===== config.mk =====
export PLATFORM = sky130hd
export DESIGN_NAME = i2c_bit_engine
export DESIGN_NICKNAME = d
export VERILOG_FILES = /design/src/rtl/i2c_bit_pkg.sv /design/src/rtl/i2c_bit_dp.sv /design/src/rtl/i2c_bit_ctrl.sv /design/src/rtl/i2c_bit_engine.sv
export SDC_FILE = /design/constraint.sdc
export NUM_CORES = 1
export LEC_CHECK = 0
export BUFFER_PORTS_ARGS = -buffer_cell sky130_fd_sc_hd__buf_2
export CORE_MARGIN = 5
export CORE_UTILIZATION = 63
export DETAILED_ROUTE_END_ITERATION = 8
export PLACE_DENSITY = 0.83
export SKIP_LAST_GASP = 1
export SLEW_MARGIN = 20
export SYNTH_ARGS = -nofsm -noshare
export SYNTH_HDL_FRONTEND = slang
export SYNTH_SLANG_ARGS = --single-unit

===== constraint.sdc =====
create_clock -name clk -period 3.75 [get_ports clk]
set_input_delay 0.75 -clock clk [delete_from_list [all_inputs] [get_ports clk]]
set_output_delay 0.75 -clock clk [all_outputs]
set_load 0.02 [all_outputs]

===== src/rtl/i2c_bit_pkg.sv =====
package i2c_bit_pkg;

  localparam logic [2:0] OP_START   = 3'd0;
  localparam logic [2:0] OP_RESTART = 3'd1;
  localparam logic [2:0] OP_STOP    = 3'd2;
  localparam logic [2:0] OP_WRITE   = 3'd3;
  localparam logic [2:0] OP_READ    = 3'd4;
  localparam logic [2:0] OP_ACK     = 3'd5;

  // strobes from control to datapath, one cycle each
  typedef struct packed {
    logic sclPull;
    logic sclRel;
    logic sdaPull;
    logic sdaRel;
    logic sdaFromShift;
    logic loadShort;
    logic loadFull;
    logic tmoClear;
    logic loadByte;
    logic shiftOut;
    logic shiftIn;
    logic ackCapture;
    logic errSet;
    logic errClear;
  } strobe_t;

  // conditions reported back by the datapath
  typedef struct packed {
    logic dlyZero;
    logic sclRise;
    logic tmoHit;
    logic bitLast;
  } status_t;

  typedef enum logic [4:0] {
    S_IDLE, S_DLY, S_WHI, S_ENDLOW, S_FIN,
    S_RS_REL, S_RS_B, S_RS_C,
    S_SP_B, S_SP_C, S_SP_D,
    S_WB_A, S_WB_B, S_WB_C, S_WB_D,
    S_WA_A, S_WA_B, S_WA_C, S_WA_D,
    S_RB_A, S_RB_B,
    S_AK_A, S_AK_B
  } state_t;

endpackage


===== src/rtl/i2c_bit_dp.sv =====
module i2c_bit_dp
  import i2c_bit_pkg::*;
#(
  parameter int DLY_W       = 16,
  parameter int TMO_W       = 16,
  parameter int SYNC_STAGES = 2
) (
  input  logic             clk,
  input  logic             rstN,
  input  strobe_t          strb,
  input  logic [DLY_W-1:0] delayCycles,
  input  logic [TMO_W-1:0] timeoutCycles,
  input  logic [7:0]       wrData,
  input  logic             sclIn,
  input  logic             sdaIn,
  output status_t          stat,
  output logic             sclOut,
  output logic             sdaOut,
  output logic [7:0]       rdData,
  output logic             ackRx,
  output logic             timeoutErr
);

  // release-to-sample latency: output flop plus synchronizer stages
  localparam int SETTLE = SYNC_STAGES + 1;
  localparam logic [TMO_W-1:0] TMO_MAX = '1;
  localparam logic [TMO_W-1:0] SETTLE_CNT = TMO_W'(SETTLE);

  logic [SYNC_STAGES-1:0] sclPipe, sdaPipe;
  logic                   sclSync, sdaSync;
  logic [DLY_W-1:0]       dlyCnt, shortVal;
  logic [TMO_W-1:0]       tmoCnt;
  logic [7:0]             shiftReg;
  logic [2:0]             bitCnt;

  always_ff @(posedge clk or negedge rstN) begin
    if (!rstN) begin
      sclPipe <= '1;
      sdaPipe <= '1;
    end else begin
      sclPipe <= {sclPipe[SYNC_STAGES-2:0], sclIn};
      sdaPipe <= {sdaPipe[SYNC_STAGES-2:0], sdaIn};
    end
  end
  assign sclSync = sclPipe[SYNC_STAGES-1];
  assign sdaSync = sdaPipe[SYNC_STAGES-1];

  // half period rounded up
  assign shortVal = (delayCycles >> 1) + DLY_W'(delayCycles[0]);

  always_ff @(posedge clk or negedge rstN) begin
    if (!rstN)              dlyCnt <= '0;
    else if (strb.loadShort) dlyCnt <= shortVal;
    else if (strb.loadFull)  dlyCnt <= delayCycles;
    else if (dlyCnt != '0)   dlyCnt <= dlyCnt - 1'b1;
  end

  always_ff @(posedge clk or negedge rstN) begin
    if (!rstN)                tmoCnt <= '0;
    else if (strb.tmoClear)   tmoCnt <= '0;
    else if (tmoCnt != TMO_MAX) tmoCnt <= tmoCnt + 1'b1;
  end

  always_ff @(posedge clk or negedge rstN) begin
    if (!rstN) begin
      shiftReg <= '0;
      bitCnt   <= '0;
    end else if (strb.loadByte) begin
      shiftReg <= wrData;
      bitCnt   <= 3'd7;
    end else if (strb.shiftOut) begin
      shiftReg <= {shiftReg[6:0], 1'b0};
      bitCnt   <= bitCnt - 1'b1;
    end else if (strb.shiftIn) begin
      shiftReg <= {shiftReg[6:0], sdaSync};
      bitCnt   <= bitCnt - 1'b1;
    end
  end

  always_ff @(posedge clk or negedge rstN) begin
    if (!rstN)             sclOut <= 1'b1;
    else if (strb.sclPull) sclOut <= 1'b0;
    else if (strb.sclRel)  sclOut <= 1'b1;
  end

  always_ff @(posedge clk or negedge rstN) begin
    if (!rstN)                  sdaOut <= 1'b1;
    else if (strb.sdaPull)      sdaOut <= 1'b0;
    else if (strb.sdaRel)       sdaOut <= 1'b1;
    else if (strb.sdaFromShift) sdaOut <= shiftReg[7];
  end

  always_ff @(posedge clk or negedge rstN) begin
    if (!rstN) begin
      ackRx      <= 1'b0;
      timeoutErr <= 1'b0;
    end else begin
      if (strb.ackCapture) ackRx <= ~sdaSync;
      if (strb.errSet)        timeoutErr <= 1'b1;
      else if (strb.errClear) timeoutErr <= 1'b0;
    end
  end

  assign rdData       = shiftReg;
  assign stat.dlyZero = (dlyCnt == '0);
  assign stat.sclRise = sclSync && (tmoCnt >= SETTLE_CNT);
  assign stat.tmoHit  = (tmoCnt >= timeoutCycles);
  assign stat.bitLast = (bitCnt == 3'd0);

  // clock and data outputs never move on the same edge
  assert_no_joint_edge_R6: assert property (@(posedge clk) disable iff (!rstN)
    !$stable(sclOut) |-> $stable(sdaOut));

  // an error is raised only after the limit was reached
  assert_err_needs_limit_R11: assert property (@(posedge clk) disable iff (!rstN)
    $rose(timeoutErr) |-> $past(stat.tmoHit));

endmodule


===== src/rtl/i2c_bit_ctrl.sv =====
module i2c_bit_ctrl
  import i2c_bit_pkg::*;
(
  input  logic       clk,
  input  logic       rstN,
  input  logic       cmdValid,
  input  logic [2:0] cmdOp,
  input  logic       cmdAck,
  input  status_t    stat,
  output strobe_t    strb,
  output logic       cmdReady,
  output logic       busy,
  output logic       done
);

  state_t state, nextState, retState, nextRet;
  logic   finish;

  always_comb begin
    strb      = '0;
    nextState = state;
    nextRet   = retState;
    finish    = 1'b0;
    unique case (state)
      S_IDLE: if (cmdValid) begin
        strb.errClear = 1'b1;
        case (cmdOp)
          OP_START: begin
            strb.sdaPull = 1'b1; strb.loadShort = 1'b1;
            nextState = S_DLY; nextRet = S_ENDLOW;
          end
          OP_RESTART: begin
            strb.sdaRel = 1'b1; nextState = S_RS_REL;
          end
          OP_STOP: begin
            strb.sdaPull = 1'b1; strb.loadShort = 1'b1;
            nextState = S_DLY; nextRet = S_SP_B;
          end
          OP_WRITE: begin
            strb.loadByte = 1'b1; nextState = S_WB_A;
          end
          OP_READ: begin
            strb.loadByte = 1'b1; strb.sdaRel = 1'b1; strb.loadShort = 1'b1;
            nextState = S_DLY; nextRet = S_RB_A;
          end
          OP_ACK: begin
            strb.sdaPull = cmdAck; strb.sdaRel = ~cmdAck; strb.loadShort = 1'b1;
            nextState = S_DLY; nextRet = S_AK_A;
          end
          default: finish = 1'b1;
        endcase
      end
      S_DLY: if (stat.dlyZero) nextState = retState;
      S_WHI: begin
        if (stat.sclRise) begin
          strb.loadShort = 1'b1; nextState = S_DLY;
        end else if (stat.tmoHit) begin
          strb.errSet = 1'b1; finish = 1'b1;
        end
      end
      S_ENDLOW: begin strb.sclPull = 1'b1; finish = 1'b1; end
      S_FIN:    finish = 1'b1;
      S_RS_REL: begin
        strb.sclRel = 1'b1; strb.tmoClear = 1'b1; nextState = S_WHI; nextRet = S_RS_B;
      end
      S_RS_B: begin strb.loadShort = 1'b1; nextState = S_DLY; nextRet = S_RS_C; end
      S_RS_C: begin
        strb.sdaPull = 1'b1; strb.loadShort = 1'b1; nextState = S_DLY; nextRet = S_ENDLOW;
      end
      S_SP_B: begin
        strb.sclRel = 1'b1; strb.tmoClear = 1'b1; nextState = S_WHI; nextRet = S_SP_C;
      end
      S_SP_C: begin strb.loadShort = 1'b1; nextState = S_DLY; nextRet = S_SP_D; end
      S_SP_D: begin
        strb.sdaRel = 1'b1; strb.loadFull = 1'b1; nextState = S_DLY; nextRet = S_FIN;
      end
      S_WB_A: begin strb.sclPull = 1'b1; nextState = S_WB_B; end
      S_WB_B: begin
        strb.sdaFromShift = 1'b1; strb.loadShort = 1'b1; nextState = S_DLY; nextRet = S_WB_C;
      end
      S_WB_C: begin
        strb.sclRel = 1'b1; strb.tmoClear = 1'b1; nextState = S_WHI; nextRet = S_WB_D;
      end
      S_WB_D: begin
        if (stat.bitLast) nextState = S_WA_A;
        else begin strb.shiftOut = 1'b1; nextState = S_WB_A; end
      end
      S_WA_A: begin
        strb.sclPull = 1'b1; strb.loadShort = 1'b1; nextState = S_DLY; nextRet = S_WA_B;
      end
      S_WA_B: begin
        strb.sdaRel = 1'b1; strb.loadShort = 1'b1; nextState = S_DLY; nextRet = S_WA_C;
      end
      S_WA_C: begin
        strb.sclRel = 1'b1; strb.tmoClear = 1'b1; nextState = S_WHI; nextRet = S_WA_D;
      end
      S_WA_D: begin strb.ackCapture = 1'b1; strb.sclPull = 1'b1; finish = 1'b1; end
      S_RB_A: begin
        strb.sclRel = 1'b1; strb.tmoClear = 1'b1; nextState = S_WHI; nextRet = S_RB_B;
      end
      S_RB_B: begin
        strb.shiftIn = 1'b1; strb.sclPull = 1'b1; strb.loadFull = 1'b1;
        nextState = S_DLY; nextRet = stat.bitLast ? S_FIN : S_RB_A;
      end
      S_AK_A: begin
        strb.sclRel = 1'b1; strb.tmoClear = 1'b1; nextState = S_WHI; nextRet = S_AK_B;
      end
      S_AK_B: begin strb.sclPull = 1'b1; finish = 1'b1; end
      default: nextState = S_IDLE;
    endcase
    if (finish) nextState = S_IDLE;
  end

  always_ff @(posedge clk or negedge rstN) begin
    if (!rstN) begin
      state    <= S_IDLE;
      retState <= S_IDLE;
      done     <= 1'b0;
    end else begin
      state    <= nextState;
      retState <= nextRet;
      done     <= finish;
    end
  end

  assign cmdReady = (state == S_IDLE);
  assign busy     = (state != S_IDLE);

  // an accepted command is either running or completing next cycle
  assert_accept_progress_R2: assert property (@(posedge clk) disable iff (!rstN)
    (cmdValid && cmdReady) |=> (busy || done));

  // the completion pulse coincides with the engine being idle
  assert_done_when_idle_R2: assert property (@(posedge clk) disable iff (!rstN)
    done |-> !busy);

  // completion is a single-cycle pulse
  assert_done_pulse_R2: assert property (@(posedge clk) disable iff (!rstN)
    done |=> !done || $past(cmdValid));

endmodule


===== src/rtl/i2c_bit_engine.sv =====
module i2c_bit_engine
  import i2c_bit_pkg::*;
#(
  parameter int DLY_W       = 16,
  parameter int TMO_W       = 16,
  parameter int SYNC_STAGES = 2
) (
  input  logic             clk,
  input  logic             rstN,
  input  logic             cmdValid,
  output logic             cmdReady,
  input  logic [2:0]       cmdOp,
  input  logic             cmdAck,
  input  logic [7:0]       wrData,
  input  logic [DLY_W-1:0] delayCycles,
  input  logic [TMO_W-1:0] timeoutCycles,
  output logic             busy,
  output logic             done,
  output logic [7:0]       rdData,
  output logic             ackRx,
  output logic             timeoutErr,
  output logic             sclOut,
  input  logic             sclIn,
  output logic             sdaOut,
  input  logic             sdaIn
);

  strobe_t strb;
  status_t stat;

  i2c_bit_ctrl uCtrl (
    .clk(clk), .rstN(rstN), .cmdValid(cmdValid), .cmdOp(cmdOp), .cmdAck(cmdAck),
    .stat(stat), .strb(strb), .cmdReady(cmdReady), .busy(busy), .done(done)
  );

  i2c_bit_dp #(.DLY_W(DLY_W), .TMO_W(TMO_W), .SYNC_STAGES(SYNC_STAGES)) uDp (
    .clk(clk), .rstN(rstN), .strb(strb), .delayCycles(delayCycles),
    .timeoutCycles(timeoutCycles), .wrData(wrData), .sclIn(sclIn), .sdaIn(sdaIn),
    .stat(stat), .sclOut(sclOut), .sdaOut(sdaOut), .rdData(rdData),
    .ackRx(ackRx), .timeoutErr(timeoutErr)
  );

  // a timeout is only ever reported together with completion
  assert_timeout_with_done_R11: assert property (@(posedge clk) disable iff (!rstN)
    $rose(timeoutErr) |-> done);

endmodule


==> reports/results.ini, run 1 <==
[global_route]
globalRouteOverflowTotal = 0
grt_pass1_vias = 4043
grt_antenna_before_repair = 0
grt_pass1_wl_mm = 18.78
grt_max_degree = 40
grtUsageTotal = 0.2610

[clock_tree]
numCtsBuffers = 9
cts_root_buf = clkbuf_8
cts.sinks = 62
ctsResizeCount = 0
cts.path.max_buffers = 2
ctsHoldBuffers = 0
cts_tree = yes
clk_latency_ps = 340
post-cts-setup-buffer-count = 0
cts-htree-levels = 3
path_clk_slew_ps = 70

[sta]
fmax_mhz = 358.9
tightestPinTransition_ps = 889.9
rsz0062_at_grt = false
skew_ps = 10.60
fin_setup_tns_ps = 0
hold_viol = 0
whs_ps = 358.9
slew_headroom = 0.4067
final-setup-viol-count = 0
drv_slew = 0
fin_crit_sh = 0.7431
fin_crit_ps = 2786

[floorplan]
core-area_um2 = 7137
rows = 31
die_area_um2 = 9045
initial_core_util = 0.6394
io_pins = 64
die-width_um = 95.11
chipHeight_um = 95.11

[placement]
place_hpwl_mm = 8.158
port_buffers = 63
gp_congestion = 1.002

[route]
dr_total_vias = 4210
drt_iter0_markers = 353
routed_wl_mm = 11.14
dr.pass1.iters = 7
viasPerCell = 6.119
routedWlPerCell_um = 16.19
drc = 0
ant_nets = 0

[synth]
mappedNetlistArea_um2 = 4563
yosysMostFrequentCell = dfrtp_1
synth_area_leaders = dfrtp_1 (31%), xnor2_1 (6.3%), ha_1 (6.0%)
synth_edf_count = 0
seq_area_frac_synth = 0.3417
synth_top_area_share = 0.3071
synth-async-reset-ratio = 1.000
ys_types = 67
syn_nets = 600
synth_top_area_cell = dfrtp_1
synthCells = 529
synthFlopType = dfrtp_1
ys_top_cells_by_count = dfrtp_1 (56), nor2_1 (54), nand2_1 (41), a21oi_1 (34), xnor2_1 (33)
synth_area_per_cell_um2 = 8.626
synth-seq-cells = 62
yosys_warnings = 0

[pwr]
irDropWorstVdd_mv = 0.3245
powerDensity_nw_per_um2 = 635.4
p_total_mw = 3.268
leakage_nw = 2.279

[critical_path]
ff2ff_path_depth = 6
critPathCaptureType = primary output
crit_path_start_kind = flop
worstPathRequired_ps = 3000
cp.arrival_ps = 2040
critPathKind = reg2out
critical_path.max_fanout = 31

[worst_hold_path]
whs_path_depth = 0
hold_path_class = reg2reg

[run_status]
status = completed

[cells_and_area]
diodes = 0
utilization = 0.7207
fillers = 588
finalNetCount = 655
drive_gt1_frac = 0.1715
area_growth_pct = 12.72

[run]
cap_viol_max_count = 0

## layout by cell type (no fill, tap or decap), drive strengths merged, types with 11 or more instances in the layout
cell,instances
buf,68
dfrtp,56
nor2,55
nand2,41
a21oi,35
xnor2,33
inv,29
nand3,24
ha,22
mux2i,21
o21ai,17
a22oi,16
nor3,16
clkbuf,14
nand4,11
nor2b,11
## power breakdown
group          switching, mW  internal (mW)  total, mW
combinational          0.766          0.638       1.40
clock                  0.257          0.380      0.637
sequential             0.320          0.908       1.23
total                   1.34           1.93       3.27
## per-layer routing
layer	vias to the layer above	share of wire	global-route usage	routed length, um
met4	0	0.012	0.08654	132
met2	180	0.46	0.4111	5171
li1	2034	-	-	-
met3	13	0.082	0.04183	910
met1	1983	0.44	0.3664	4924
met5	-	0	0	0
## logic make-up after synthesis
family | synth area share
simple gates | 0.2350
xor+xnor | 0.07486
mux | 0.05840
flops | 0.3416
compound gates | 0.1804
buf+inv | 0.04935
fa+ha+maj | 0.06032
## path summary, 6_finish.rpt
check	startpoint	end	slack, ps
setup / recovery	uCtrl.state[1]	cmdReady	960
hold / removal	uDp.sclPipe[0]	uDp.sclPipe[1]	360
setup reg to reg	uCtrl.state[1]	uDp.dlyCnt[10]	1150
hold reg to reg	uDp.sclPipe[0]	uDp.sclPipe[1]	360
max in group asynchronous	rstN	uDp.tmoCnt[3]	2370
min in group asynchronous	rstN	uDp.dlyCnt[9]	520
## through the flow
step	setup slack (ps)	instances	instance area, um^2
finish	963.5	688	5144
global route	797.5	688	5144
CTS	1001	688	5144
detailed placement	1216	672	4923
global placement	1266	672	4923
floorplan	1553	529	4563
## registers in the layout, summed over array words and instances, names as in the netlist
signal          count
uDp.timeoutErr      1
uDp.bitCnt          3
uCtrl.done          1
uDp.tmoCnt         16
uDp.dlyCnt         16
uDp.rdData          8
uDp.sdaOut          1
uCtrl.retState      5
uDp.sclPipe         2
uDp.ackRx           1
uDp.sdaPipe         2
uDp.sclOut          1
uCtrl.state         5
## layout make-up
type	count	area, um^2	share of cell area
clock inverter	2	37.54	0.007297
sequential	62	1559	0.3031
multi-input combinational	414	2779	0.5403
inverter	29	108.9	0.02116
clock buffer	14	182.7	0.03551
timing repair buffer	68	352.8	0.06860
tap	99	123.9	0.02408
## critical path, stage by stage (launching register included)
cell and delay, ps:
dfrtp_1 900, inv_1 290, nand3_1 230, inv_1 110
buf_2 170
Note: power is estimated with default switching activity, not from simulation.
==> run 2, diff against run 1 <==
--- a/config.mk
+++ b/config.mk
@@ -7,9 +7,9 @@
 export LEC_CHECK = 0
 export BUFFER_PORTS_ARGS = -buffer_cell sky130_fd_sc_hd__buf_2
 export CORE_MARGIN = 5
-export CORE_UTILIZATION = 63
+export CORE_UTILIZATION = 58
 export DETAILED_ROUTE_END_ITERATION = 8
-export PLACE_DENSITY = 0.83
+export PLACE_DENSITY = 0.78
 export SKIP_LAST_GASP = 1
 export SLEW_MARGIN = 20
 export SYNTH_ARGS = -nofsm -noshare
==> constraint.sdc (replaced) <==
create_clock -name clk -period 2.7 [get_ports clk]
set_input_delay 0.54 -clock clk [delete_from_list [all_inputs] [get_ports clk]]
set_output_delay 0.54 -clock clk [all_outputs]
set_load 0.02 [all_outputs]
==> run 2 against run 1 <==
- sequential power is 36% higher
- clock power rose by 43%
- critical endpoint unchanged
- register-to-register slack got worse by 810 ps
- count of clock-buffer cells in the layout is 2 lower
- highest routed layer unchanged
- critical path depth is the same
- worst setup slack worse by 700 ps
- final cell count is 1.5% higher
- first-iteration DRC count is 12% lower
==> reports/results.ini, run 2 (same netlist as run 1, synthesis figures left out) <==
[global_route]
globalRouteOverflowTotal = 0
grt_max_degree = 35
grt_pass1_vias = 4111
grt_pass1_wl_mm = 19.19
grtUsageTotal = 0.2376
grt_antenna_before_repair = 0

[critical_path]
ff2ff_path_depth = 7
worstPathRequired_ps = 2160
worstReg2RegStart = uDp.tmoCnt[0]
cp-startpoint = uCtrl.state[0]
critPathCaptureType = primary output
critical_path.max_fanout = 23
endpoint = cmdReady
r2r-end = uDp.dlyCnt[1]
critPathKind = reg2out
crit_path_start_kind = flop
rrSetupSlack_ps = 340
cp.arrival_ps = 1890

[pwr]
p_seq_frac = 0.364
leakage_nw = 2.321
p_clk_frac = 0.199
power_switching_mw = 1.870
irDropWorstVdd_mv = 0.5198
powerDensity_nw_per_um2 = 880.3
p_comb_frac = 0.437
switching_share = 0.4079
p_int_mw = 2.714

[cells_and_area]
final_cell_mix = buf_2 (63), dfrtp_1 (56), nor2_1 (54), nand2_1 (41), a21oi_1 (34)
fin_area_um2 = 5207
drive_gt1_frac = 0.1795
area_growth_pct = 14.12
final_common_cell = buf_2
finalNetCount = 662
diodes = 0

[clock_tree]
cts_root_buf = clkbuf_8
cts.path.max_buffers = 2
path_clk_slew_ps = 70
cts-htree-levels = 3
ctsResizeCount = 0
cts.sinks = 62
post-cts-setup-buffer-count = 0
clk_latency_ps = 340
cts_tree = yes
ctsHoldBuffers = 0
numCtsBuffers = 9

[run_status]
status = completed

[run]
cap_viol_max_count = 0

[sta]
skew_ps = 10.54
fin_setup_tns_ps = 0
tightestPinTransition_ps = 896.6
fmax_mhz = 411.0
whs_ps = 234.2
slew_headroom = 0.4000
hold_viol = 0
fin_crit_ps = 2433
final-setup-viol-count = 0
fin_crit_sh = 0.9011
drv_slew = 0
rsz0062_at_grt = false

[floorplan]
core-area_um2 = 7687
die_area_um2 = 9742
initial_core_util = 0.5936
die-width_um = 98.70
io_pins = 64
rows = 32
chipHeight_um = 98.70

[route]
dr_total_vias = 4264
routed_wl_mm = 11.53
ant_nets = 0
drt_iter0_markers = 311
routedWlPerCell_um = 16.52
drc = 0
viasPerCell = 6.109
dr.pass1.iters = 6

[placement]
postPlaceCellArea_um2 = 4992
place_hpwl_mm = 8.561
gp_congestion = 0.9317
port_buffers = 63

[worst_hold_path]
hold_path_class = in2async

[run 2: cell types whose count changed in the layout (fill, tap and decap cells not counted)]
cell,before,now
clkbuf_1,1,2
buf_12,0,1
clkbuf_8,13,10
clkinv_2,0,2
buf_4,5,11
bufinv_16,1,2
clkinvlp_4,1,0
[run 2: worst max-delay path: stages (launching register included)]
cell and delay [ps]:
dfrtp_1 620, nor2_1 340, nand3_1 210, inv_1 180, buf_2 190
[run 2: metal layers]
layer,part of all wire,GRT usage,vias to the layer above
met5,0,0,-
met4,0.020,0.08929,0
met3,0.063,0.03822,22
met2,0.49,0.3911,162
met1,0.43,0.3163,2029
li1,-,-,2051
[run 2: power by group through the flow]
stage               clock network, mW  registers [mW]  logic [mW]
floorplan                           0            1.62        1.49
CTS                             0.926            1.66        2.00
detailed placement                  0            1.68        1.99
global route                    0.961            1.72        2.22
global placement                    0            1.65        1.93
finish                          0.913            1.67        2.00
[run 2: metrics by stage]
step	util	instances	total power [mW]	setup WS, ps
after floorplan	-	529	3.112	502.7
after global placement	0.6494	682	3.588	388.9
after detailed placement	0.6494	682	3.663	335.5
after CTS	0.6774	698	4.587	299.4
after global routing	0.6774	698	4.900	176.3
final	0.6774	698	4.584	267.0
[run 2: cell type report]
class / instances / area (um^2)
clock buffer: 12 / 145.1
tap: 102 / 127.6
multi-input combinational: 414 / 2779
sequential: 62 / 1559
clock inverter: 4 / 70.07
timing repair buffer: 75 / 417.9
inverter: 29 / 108.9
fill: 655 / 2480
[run 2: worst min-delay path by stage]
stage / slack [ps] / endpoint / from
after floorplan: 240 / uCtrl.done / rstN
after global placement: 350 / uDp.sclPipe[1] / uDp.sclPipe[0]
after detailed placement: 350 / uDp.sclPipe[1] / uDp.sclPipe[0]
after CTS: 250 / uCtrl.state[0] / rstN
after global routing: 280 / uDp.sdaPipe[0] / sdaIn
final: 230 / uDp.tmoCnt[6] / rstN
==> run 3, diff against run 2 <==
--- a/config.mk
+++ b/config.mk
@@ -5,9 +5,10 @@
 export SDC_FILE = /design/constraint.sdc
 export NUM_CORES = 1
 export LEC_CHECK = 0
+export ABC_AREA = 1
 export BUFFER_PORTS_ARGS = -buffer_cell sky130_fd_sc_hd__buf_2
 export CORE_MARGIN = 5
-export CORE_UTILIZATION = 58
+export CORE_UTILIZATION = 59
 export DETAILED_ROUTE_END_ITERATION = 8
 export PLACE_DENSITY = 0.78
 export SKIP_LAST_GASP = 1
==> run 3 against run 2 <==
- power grew 19%
- register-to-register slack gained 180 ps
- routed wire length grew 8.0%
- critical path depth grew 4
- worst setup slack gained 250 ps
- synthesized cell count grew 37%
- non-clock buffer count shrank 5
- count of clock-buffer cells in the layout shrank 3
- largest power group unchanged
==> reports/results.ini, run 3 <==
[run_status]
status = completed

[synth]
synth_area_leaders = dfrtp_1 (29%), nand2_1 (14%), inv_1 (8.5%)
synthCells = 723
yosysMostFrequentCell = nand2_1
synth_fa_ha_area_frac = 0.05770
synth-seq-cells = 62
synth_top_family_by_area = simple AND/OR/NAND/NOR gates
mappedNetlistArea_um2 = 4771
synth_top_area_share = 0.2937
ys_types = 44
synth_area_per_cell_um2 = 6.599
ys_top_cells_by_count = nand2_1 (175), inv_1 (108), nor2_1 (97), dfrtp_1 (56), nand3_1 (51)
synth-xor-area-share = 0.02203
syn_nets = 794
synth_edf_count = 0
synth-async-reset-ratio = 1.000
seq_area_frac_synth = 0.3268
yosys_warnings = 0
yosys.area_share.simple = 0.3577
synth_top_area_cell = dfrtp_1
synthMuxAreaShare = 0.002098
synth_compound_area_frac = 0.1243
synthFlopType = dfrtp_1

[placement]
place_hpwl_mm = 9.812
postPlaceCellArea_um2 = 5191
gp_congestion = 0.9980
dp.cells = 885
port_buffers = 63

[pwr]
p_seq_frac = 0.296
switching_share = 0.4693
p_clk_frac = 0.187
irDropWorstVdd_mv = 0.5234
powerDensity_nw_per_um2 = 1001
p_comb_frac = 0.517
p_int_mw = 2.887
leakage_nw = 2.972
power_switching_mw = 2.553

[cells_and_area]
drive_gt1_frac = 0.1589
fin_area_um2 = 5436
final_cell_mix = nand2_1 (175), inv_1 (108), nor2_1 (97), buf_2 (63), dfrtp_1 (56)
final_common_cell = nand2_1
area_growth_pct = 13.95
finalNetCount = 865
finalNonFillerCells = 901
diodes = 0

[critical_path]
cp_cell_sequence = inv_2, nand2_1, nor2_1, nor3_1, nand2_2, inv_1, o31ai_1, a2bb2oi_1
crit_slowest_cell = dfrtp_1
critPathMaxStageDelay_ps = 580
worstPathRequired_ps = 2970
cp.arrival_ps = 2450
critPathCaptureType = flop
critical_path.max_fanout = 12
crit_path_start_kind = flop
critPathKind = reg2reg

[clock_tree]
cts_root_buf = clkbuf_8
cts.sinks = 62
cts_tree = yes
clk_latency_ps = 350
cts-htree-levels = 3
post-cts-setup-buffer-count = 0
numCtsBuffers = 9
ctsHoldBuffers = 0
cts.path.max_buffers = 2
path_clk_slew_ps = 70
ctsResizeCount = 0

[sta]
fin_crit_sh = 0.8080
fin_crit_ps = 2182
fin_setup_tns_ps = 0
whs_ps = 225.2
final-setup-viol-count = 0
hold_viol = 0
drv_slew = 0
skew_ps = 13.10
tightestPinTransition_ps = 676.2
fmax_mhz = 458.4
rsz0062_at_grt = false
slew_headroom = 0.5492

[run]
cap_viol_max_count = 0

[route]
ant_nets = 0
routedWlPerCell_um = 13.83
dr_total_vias = 4906
drt_iter0_markers = 228
routed_wl_mm = 12.46
dr.pass1.iters = 6
viasPerCell = 5.445
drc = 0

[global_route]
grt_antenna_before_repair = 0
grt_pass1_vias = 4635
grt_max_degree = 31
grtUsageTotal = 0.2612
globalRouteOverflowTotal = 0
grt_pass1_wl_mm = 21.24

[floorplan]
chipHeight_um = 99.92
die_area_um2 = 9984
io_pins = 64
initial_core_util = 0.6111
core-area_um2 = 7807
rows = 32
die-width_um = 99.92

[worst_hold_path]
hold_path_class = in2async

-- run 3: cell count changes in the layout (fill, tap and decap cells not counted), sizes merged, moves of 9 or more --
cell	before	now
nor3	16	25
inv	29	119
nor2b	11	0
xnor2	33	3
a22oi	16	0
nand2	41	185
o21ai	17	44
nor2	55	106
nand3	24	55
mux2i	21	1
-- run 3: through the flow --
step	utilization	total power, mW	setup WS, ps
5_1_grt	0.6963	5.985	318.2
4_1_cts	0.6963	5.428	583.3
3_5_place_dp	0.6649	4.396	493.2
2_1_floorplan	-	3.733	857.9
3_3_place_gp	0.6649	4.304	531.5
6_report	0.6963	5.441	518.4
-- run 3: worst max-delay path: cells and delay by family (launching register included) --
family                 cells  cell delay (ps)
AND/OR/NAND/NOR            4              720
flip-flops                 1              580
buffers and inverters      2              450
AO/OA/AOI/OAI              2              340
-- run 3: cell families after synthesis --
logic type               Yosys count
AND/OR/NAND/NOR                  393
buffers and inverters            129
AO/OA/AOI/OAI                    104
flip-flops                        62
adder cells (fa/ha/maj)           22
XOR/XNOR                          12
multiplexers                       1
-- run 3: area by class of cell --
cell class | count | area (um^2)
inverters | 119 | 446.7
flip-flops and latches | 62 | 1559
repair buffers | 70 | 367.9
fillers | 696 | 2371
multi-input cells | 532 | 2690
well taps | 102 | 127.6
clock buffers | 9 | 123.9
clock inverters | 7 | 121.4
-- run 3: metal layers --
metal  vias to the layer above  GRT usage  part of all wire
met3                        25    0.03544             0.064
met5                         -          0                 0
met2                       179     0.4218              0.47
met4                         0    0.09349             0.020
met1                      2229     0.3594              0.45
li1                       2473          -                 -
-- run 3: power groups by stage --
stage | registers (mW) | clock network, mW | logic [mW]
after floorplan | 1.65 | 0 | 2.08
after global placement | 1.61 | 0 | 2.70
after detailed placement | 1.62 | 0 | 2.78
after CTS | 1.61 | 1.03 | 2.80
after global routing | 1.66 | 1.08 | 3.25
final | 1.61 | 1.02 | 2.81
-- run 3: final timing paths --
check                           slack, ps        endpoint            from  cells past startpoint
worst max register to register        520  uDp.tmoCnt[10]  uCtrl.state[4]                      8
min in group clk                      280  uDp.sdaPipe[0]           sdaIn                      1
worst max-delay path                  520  uDp.tmoCnt[10]  uCtrl.state[4]                      8
max in group asynchronous            1790   uDp.dlyCnt[3]            rstN                      2
worst min-delay path                  230  uCtrl.state[2]            rstN                      1
worst min register to register        360  uDp.sdaPipe[1]  uDp.sdaPipe[0]                      0
